<file path="src/rtl/tgt_pkg.sv">
`timescale 1ns/1ps
package tgt_pkg;

  // Address space of the current transaction
  typedef enum logic [1:0] {
    SPC_IO   = 2'd0,
    SPC_MEM  = 2'd1,
    SPC_CFG  = 2'd2,
    SPC_NONE = 2'd3
  } space_e;

  // Upper three command bits; bit 0 of the command selects write
  localparam logic [2:0] CMD_IO  = 3'b001;
  localparam logic [2:0] CMD_MEM = 3'b011;
  localparam logic [2:0] CMD_CFG = 3'b101;

  // Strobes from control to datapath
  typedef struct packed {
    logic latchAddr;
    logic loadRead;
    logic beatDone;
  } strobe_t;

endpackage

</file>
<file path="src/rtl/tgt_ctrl.sv">
`timescale 1ns/1ps
module tgt_ctrl
  import tgt_pkg::*;
(
  input  logic    clk,
  input  logic    rstN,
  input  logic    frameN,
  input  logic    irdyN,
  input  logic    hit,
  input  logic    isWrite,
  input  logic    isBurst,
  input  logic    beReady,
  output strobe_t stb,
  output logic    devselN,
  output logic    trdyN,
  output logic    stopN,
  output logic    adOe,
  output logic    beReq
);

  typedef enum logic [1:0] {ST_IDLE, ST_WAIT, ST_XFER} state_e;

  state_e state;
  logic   prevFrameN;
  logic   addrPhase;
  logic   lastBeat;

  assign addrPhase = !frameN && prevFrameN;
  assign lastBeat  = frameN || !stopN;
  assign beReq     = (state == ST_WAIT);

  always_comb begin
    stb = '0;
    stb.latchAddr = (state == ST_IDLE) && addrPhase && hit;
    stb.loadRead  = (state == ST_WAIT) && beReady && !isWrite;
    stb.beatDone  = (state == ST_XFER) && !irdyN;
  end

  always_ff @(posedge clk) begin
    if (!rstN) begin
      state      <= ST_IDLE;
      prevFrameN <= 1'b1;
      devselN    <= 1'b1;
      trdyN      <= 1'b1;
      stopN      <= 1'b1;
      adOe       <= 1'b0;
    end else begin
      prevFrameN <= frameN;
      case (state)
        ST_IDLE: begin
          if (addrPhase && hit) begin
            devselN <= 1'b0;
            state   <= ST_WAIT;
          end
        end
        ST_WAIT: begin
          if (beReady) begin
            trdyN <= 1'b0;
            stopN <= isBurst;
            adOe  <= !isWrite;
            state <= ST_XFER;
          end
        end
        ST_XFER: begin
          if (!irdyN) begin
            trdyN <= 1'b1;
            adOe  <= 1'b0;
            if (lastBeat) begin
              devselN <= 1'b1;
              stopN   <= 1'b1;
              state   <= ST_IDLE;
            end else begin
              state <= ST_WAIT;
            end
          end
        end
        default: state <= ST_IDLE;
      endcase
    end
  end

  AST_TRDY_NEEDS_DEVSEL: assert property (@(posedge clk) disable iff (!rstN)
    !trdyN |-> !devselN);

  AST_WAIT_NO_TRDY: assert property (@(posedge clk) disable iff (!rstN)
    (beReq && !beReady) |=> trdyN);

  AST_TRDY_HOLD: assert property (@(posedge clk) disable iff (!rstN)
    (!trdyN && irdyN) |=> !trdyN);

  AST_STOP_WITH_DATA: assert property (@(posedge clk) disable iff (!rstN)
    !stopN |-> !trdyN);

  AST_RELEASE_LAST: assert property (@(posedge clk) disable iff (!rstN)
    (!trdyN && !irdyN && frameN) |=> (devselN && trdyN && stopN));

endmodule

</file>
<file path="src/rtl/tgt_datapath.sv">
`timescale 1ns/1ps
module tgt_datapath
  import tgt_pkg::*;
#(
  parameter int          DW       = 32,
  parameter logic [31:0] IO_BASE  = 32'h0000_1000,
  parameter int          IO_AW    = 4,
  parameter logic [31:0] MEM_BASE = 32'h8000_0000,
  parameter int          MEM_AW   = 12,
  parameter int          CFG_AW   = 8,
  localparam int         BEW      = DW / 8
) (
  input  logic            clk,
  input  logic            rstN,
  input  logic [DW-1:0]   adIn,
  input  logic [BEW-1:0]  cbeN,
  input  logic            cfgSel,
  input  strobe_t         stb,
  input  logic            adOe,
  input  logic [DW-1:0]   beRdata,
  output logic            hit,
  output space_e          curSpace,
  output logic            isWrite,
  output logic [DW-1:0]   adOut,
  output logic [DW-1:0]   beAddr,
  output logic            beWrEn,
  output logic [DW-1:0]   beWrData,
  output logic [BEW-1:0]  beWrMask,
  output logic [DW-1:0]   beWrAddr,
  output logic            parOut,
  output logic            parOe
);

  localparam int LSB = $clog2(BEW);

  space_e        decSpace;
  logic [2:0]    cmdHi;
  logic          ioHit;
  logic          memHit;
  logic          cfgHit;
  logic [DW-1:0] cfgOffset;
  logic [DW-1:0] curAddr;
  logic [DW-1:0] rdReg;

  assign cmdHi  = cbeN[3:1];
  assign ioHit  = (cmdHi == CMD_IO)  && (adIn[DW-1:IO_AW]  == IO_BASE[DW-1:IO_AW]);
  assign memHit = (cmdHi == CMD_MEM) && (adIn[DW-1:MEM_AW] == MEM_BASE[DW-1:MEM_AW]);
  assign cfgHit = (cmdHi == CMD_CFG) && cfgSel && (adIn[LSB-1:0] == '0);
  assign cfgOffset = {{(DW-CFG_AW){1'b0}}, adIn[CFG_AW-1:LSB], {LSB{1'b0}}};

  always_comb begin
    if (ioHit)       decSpace = SPC_IO;
    else if (memHit) decSpace = SPC_MEM;
    else if (cfgHit) decSpace = SPC_CFG;
    else             decSpace = SPC_NONE;
  end

  assign hit    = (decSpace != SPC_NONE);
  assign beAddr = curAddr;
  assign adOut  = rdReg;

  always_ff @(posedge clk) begin
    if (!rstN) begin
      curSpace <= SPC_NONE;
      isWrite  <= 1'b0;
      curAddr  <= '0;
      rdReg    <= '0;
      beWrEn   <= 1'b0;
      beWrData <= '0;
      beWrMask <= '0;
      beWrAddr <= '0;
      parOut   <= 1'b0;
      parOe    <= 1'b0;
    end else begin
      if (stb.latchAddr) begin
        curSpace <= decSpace;
        isWrite  <= cbeN[0];
        case (decSpace)
          SPC_IO:  curAddr <= adIn;
          SPC_MEM: curAddr <= {adIn[DW-1:LSB], {LSB{1'b0}}};
          default: curAddr <= cfgOffset;
        endcase
      end else if (stb.beatDone && curSpace == SPC_MEM) begin
        curAddr <= curAddr + DW'(BEW);
      end
      if (stb.loadRead) rdReg <= beRdata;
      beWrEn <= stb.beatDone && isWrite;
      if (stb.beatDone && isWrite) begin
        beWrData <= adIn;
        beWrMask <= ~cbeN;
        beWrAddr <= curAddr;
      end
      parOut <= ^{rdReg, cbeN};
      parOe  <= adOe;
    end
  end

  AST_SPACE_KNOWN_ON_LOAD: assert property (@(posedge clk) disable iff (!rstN)
    stb.loadRead |-> (curSpace != SPC_NONE));

endmodule

</file>
<file path="src/rtl/tgt_bus_target.sv">
`timescale 1ns/1ps
module tgt_bus_target
  import tgt_pkg::*;
#(
  parameter logic [31:0] IO_BASE  = 32'h0000_1000,
  parameter int          IO_AW    = 4,
  parameter logic [31:0] MEM_BASE = 32'h8000_0000,
  parameter int          MEM_AW   = 12,
  parameter int          CFG_AW   = 8
) (
  input  logic        clk,
  input  logic        rstN,
  input  logic        frameN,
  input  logic        irdyN,
  input  logic        cfgSel,
  input  logic [31:0] adIn,
  input  logic [3:0]  cbeN,
  output logic [31:0] adOut,
  output logic        adOe,
  output logic        parOut,
  output logic        parOe,
  output logic        devselN,
  output logic        trdyN,
  output logic        stopN,
  output logic        beReq,
  output logic [1:0]  beSpace,
  output logic        beWrite,
  output logic [31:0] beAddr,
  input  logic        beReady,
  input  logic [31:0] beRdata,
  output logic        beWrEn,
  output logic [31:0] beWrData,
  output logic [3:0]  beWrMask,
  output logic [31:0] beWrAddr
);

  strobe_t stb;
  logic    hit;
  space_e  curSpace;
  logic    isWrite;

  assign beSpace = curSpace;
  assign beWrite = isWrite;

  tgt_ctrl uCtrl (
    .clk     (clk),
    .rstN    (rstN),
    .frameN  (frameN),
    .irdyN   (irdyN),
    .hit     (hit),
    .isWrite (isWrite),
    .isBurst (curSpace == SPC_MEM),
    .beReady (beReady),
    .stb     (stb),
    .devselN (devselN),
    .trdyN   (trdyN),
    .stopN   (stopN),
    .adOe    (adOe),
    .beReq   (beReq)
  );

  tgt_datapath #(
    .DW       (32),
    .IO_BASE  (IO_BASE),
    .IO_AW    (IO_AW),
    .MEM_BASE (MEM_BASE),
    .MEM_AW   (MEM_AW),
    .CFG_AW   (CFG_AW)
  ) uData (
    .clk      (clk),
    .rstN     (rstN),
    .adIn     (adIn),
    .cbeN     (cbeN),
    .cfgSel   (cfgSel),
    .stb      (stb),
    .adOe     (adOe),
    .beRdata  (beRdata),
    .hit      (hit),
    .curSpace (curSpace),
    .isWrite  (isWrite),
    .adOut    (adOut),
    .beAddr   (beAddr),
    .beWrEn   (beWrEn),
    .beWrData (beWrData),
    .beWrMask (beWrMask),
    .beWrAddr (beWrAddr),
    .parOut   (parOut),
    .parOe    (parOe)
  );

  AST_COMMIT_AFTER_BEAT: assert property (@(posedge clk) disable iff (!rstN)
    beWrEn |-> $past(!trdyN && !irdyN));

  AST_PARITY_FOLLOWS_DATA: assert property (@(posedge clk) disable iff (!rstN)
    parOe |-> $past(adOe));

endmodule

</file>
<file path="config.mk">
export PLATFORM = sky130hd
export DESIGN_NAME = tgt_bus_target
export DESIGN_NICKNAME = d
export VERILOG_FILES = /design/src/rtl/tgt_pkg.sv /design/src/rtl/tgt_ctrl.sv /design/src/rtl/tgt_datapath.sv /design/src/rtl/tgt_bus_target.sv
export SDC_FILE = /design/constraint.sdc
export NUM_CORES = 1
export LEC_CHECK = 0
export BUFFER_PORTS_ARGS = -buffer_cell sky130_fd_sc_hd__buf_2
export CAP_MARGIN = 20
export CORE_MARGIN = 3
export CORE_UTILIZATION = 40
export DETAILED_ROUTE_END_ITERATION = 16
export PLACE_DENSITY = 0.73
export SLEW_MARGIN = 15
export SYNTH_ARGS = -nofsm -noshare
export SYNTH_HDL_FRONTEND = slang
export SYNTH_SLANG_ARGS = --single-unit
</file>
<file path="constraint.sdc">
create_clock -name clk -period 5.3 [get_ports clk]
set_clock_uncertainty 0.05 [all_clocks]
set_input_delay 1.06 -clock clk [delete_from_list [all_inputs] [get_ports clk]]
set_output_delay 1.06 -clock clk [all_outputs]
set_load 0.005 [all_outputs]
</file>
==> run metrics <==
Slowest-stage cell, CP=a211oi_2; CP Launch Type=input pin; CTS tree=done; Mean Syn Cell Area=8.11 um2; worst hold path type=register to register; fin crit share=55.1%; max cap viols=0; ANT nets after route=0; first-pass GRT wire length=27500 um; Worst Tran Pin Value=0.930 ns; WHS=0.400 ns; Reg2Reg Launch Point=uCtrl.state[0]$_SDFFE_PN0P_; leakage=3.27 nW; Die Span X=128 um; WP data arrival=3.18 ns; critical-path cell list=buf_2, nor4b_1, nand3_1, a211oi_2, o21ai_2, buf_4, a22o_1, o211a_1; TritonCTS Buffers=17; Synth top cells by count=nand2_1 (217), dfxtp_1 (145), a21oi_1 (113); routed wl met3=1430 um; r2r endpoint=uData.beWrData[8]$_SDFFE_PN0P_; Power Total=2.44 mW; largest net degree at the start of global routing=80; synth-to-layout area growth=30.5%; crit-path max FO=22; DRC=0; die area=0.0165 mm2; Global Route Usage Sum=21.0%; clk root buf=clkbuf_16; CTS H-tree lvls=4; hold_buf cts=0; ys flop type=dfxtp_1; routed via count=5824; critical path class=input pin to register; Initial Utilization=41.0%; status=complete, no violations; async set-or-reset flop fraction in the synthesized netlist=0%; Worst Hold Launch=uData.beWrAddr[12]$_SDFFE_PN0P_; worst path bufs/invs=2; Seq/Total Area, Yosys=48.5%; clk slew on worst S/H paths=0.06 ns; worst skew pair latency=0.41 ns; power share of the clock group=51.8%; EDFF count, synth=0; setup violators final=0; placed cell areas=0.00718 mm2; DR vias/cell=5.14; post-synth top area share=48.5%; core area=0.0146 mm2; Core Rows=44; initial antenna violation count=0; flop2flop setup slack=2.83 ns; io pins=217; routed wl met2=8190 um; I/O Buffers=216; Hold Path Depth=2; VDD IR max=0.199 mV; final net count=1011; Met1 Wirelength=7810 um; grt ovf=0; vias in the first global route=5236; Worst slew margin=38.0%; PD cells=313 mW/mm2; WL final=17700 um; Synth area leaders=dfxtp_1 (48%), nand2_1 (14%), a21oi_1 (9.4%); CTS sink count=145; Setup TNS=0 ns; Crit. End Element=register; final RePlAce weighted congestion=0.812; # diodes=0; layout cells sized above 1=28.6%; top-count cell post-synth=nand2_1; Highest Signal Layer=met4; Int Power=1.90 mW; R2R cell count=5; DR iter-0 viols=380; post-layout util=53.6%; register bit total from synthesis=145; area leader, netlist=dfxtp_1; final instance area=0.00781 mm2; Gate power share=3.5%; # resized after CTS=0; Switch Pwr=0.541 mW; max incr delay on CP=0.44 ns; Unique masters post-synth=54; minimum clock period=2.92 ns; Post-Syn Instances=738; die height=128 um; wire per inst=15.6 um; DP Wirelength=12700 um; CP required=5.56 ns; drt pass-1 iters=5; Syn. warnings=0; Clock Tree Buf Depth=2; Worst Hold Path EP=uData.beWrAddr[12]$_SDFFE_PN0P_; Max Clk Rate=0.342 GHz; cell family with most CP delay=compound AO/OA/AOI/OAI gates; Slew Viols, Final=0; RSZ-0062 raised after global routing=no; Sw Share=22.2%; Mapped Area=0.00599 mm2; Seq pwr share=44.8%; Final Hold Viols=0; post-CTS setup buffers=0; Synthesized Nets=813
stage by stage:
stage | cells | setup WS [ns]
after CTS | 1133 | 2.45
final | 1133 | 2.38
after detailed placement | 1101 | 2.02
after global placement | 1100 | 2.07
after floorplan | 738 | 2.64
after global routing | 1133 | 2.16
power groups by stage:
| stage | logic (mW) | registers (mW) | clock network, mW |
|---|---|---|---|
| 2_1_floorplan | 0.0357 | 1.12 | 0 |
| 3_3_place_gp | 0.0843 | 1.12 | 0 |
| 3_5_place_dp | 0.0850 | 1.12 | 0 |
| 4_1_cts | 0.0853 | 1.09 | 1.28 |
| 5_1_grt | 0.0925 | 1.09 | 1.33 |
| 6_report | 0.0851 | 1.09 | 1.26 |
worst max path at each step:
stage | depth (start not counted) | to | slack, ns | startpoint
finish | 8 | uData.beAddr[9]$_SDFFE_PN0P_ | 2.38 | adIn[18]
global route | 7 | uData.beAddr[19]$_SDFFE_PN0P_ | 2.16 | adIn[18]
CTS | 7 | uData.beAddr[19]$_SDFFE_PN0P_ | 2.45 | adIn[18]
detailed placement | 8 | uData.beAddr[9]$_SDFFE_PN0P_ | 2.02 | adIn[18]
global placement | 8 | uData.beAddr[10]$_SDFFE_PN0P_ | 2.07 | adIn[18]
floorplan | 7 | uData.beAddr[9]$_SDFFE_PN0P_ | 2.64 | adIn[6]
layer usage:
layer,vias up,GRT usage [%]
met2,228,33.7
met5,-,0
met1,2692,27.2
met3,22,6.85
li1,2882,-
met4,0,5.99
kinds of logic (layout without fill, tap and decap cells):
logic type               after synthesis  after routing  share of synthesized area (%)
AO/OA/AOI/OAI                        152            152                           15.3
XOR/XNOR                              53             53                           7.98
adder cells (fa/ha/maj)                1              1                          0.209
buffers and inverters                 51            262                           3.51
flip-flops                           145            145                           48.5
multiplexers                           1              1                          0.167
AND/OR/NAND/NOR                      335            335                           24.3
placed cells by master (no fill, tap or decap), drive strengths merged, types with 3 or more instances in the layout:
cell type	n
a211oi	8
a21oi	113
a31oi	5
and3	6
buf	222
bufinv	3
clkbuf	19
clkinv	4
clkinvlp	3
dfxtp	145
inv	11
nand2	217
nand2b	4
nand3	22
nand4	9
nor2	46
nor3	9
nor4	7
o21ai	5
o32a	3
xnor2	41
xor2	11
state kept, by name, indices dropped and copies added (netlist names), 2 cells and up:
signal,cells
uData.beWrAddr,32
uData.curSpace,2
uData.beWrMask,4
uCtrl.state,2
uData.beAddr,32
uData.adOut,32
uData.beWrData,32
worst register-to-register path: cells and delay by family, from the launching register on:
family                 cells  cell delay (ns)
AOI/OAI and AO/OA          1             0.13
buffers and inverters      1             0.43
DFF                        1             0.38
and+or+nand+nor            3             1.40
cell type report:
class,instances,area (um2)
fillers,1404,6780
multi-input cells,542,2890
repair buffers,222,1130
clock inverters,13,176
clock buffers,19,453
inverters,8,32.5
flip-flops and latches,145,2900
well taps,184,230
(Power assumes the default switching activity.)
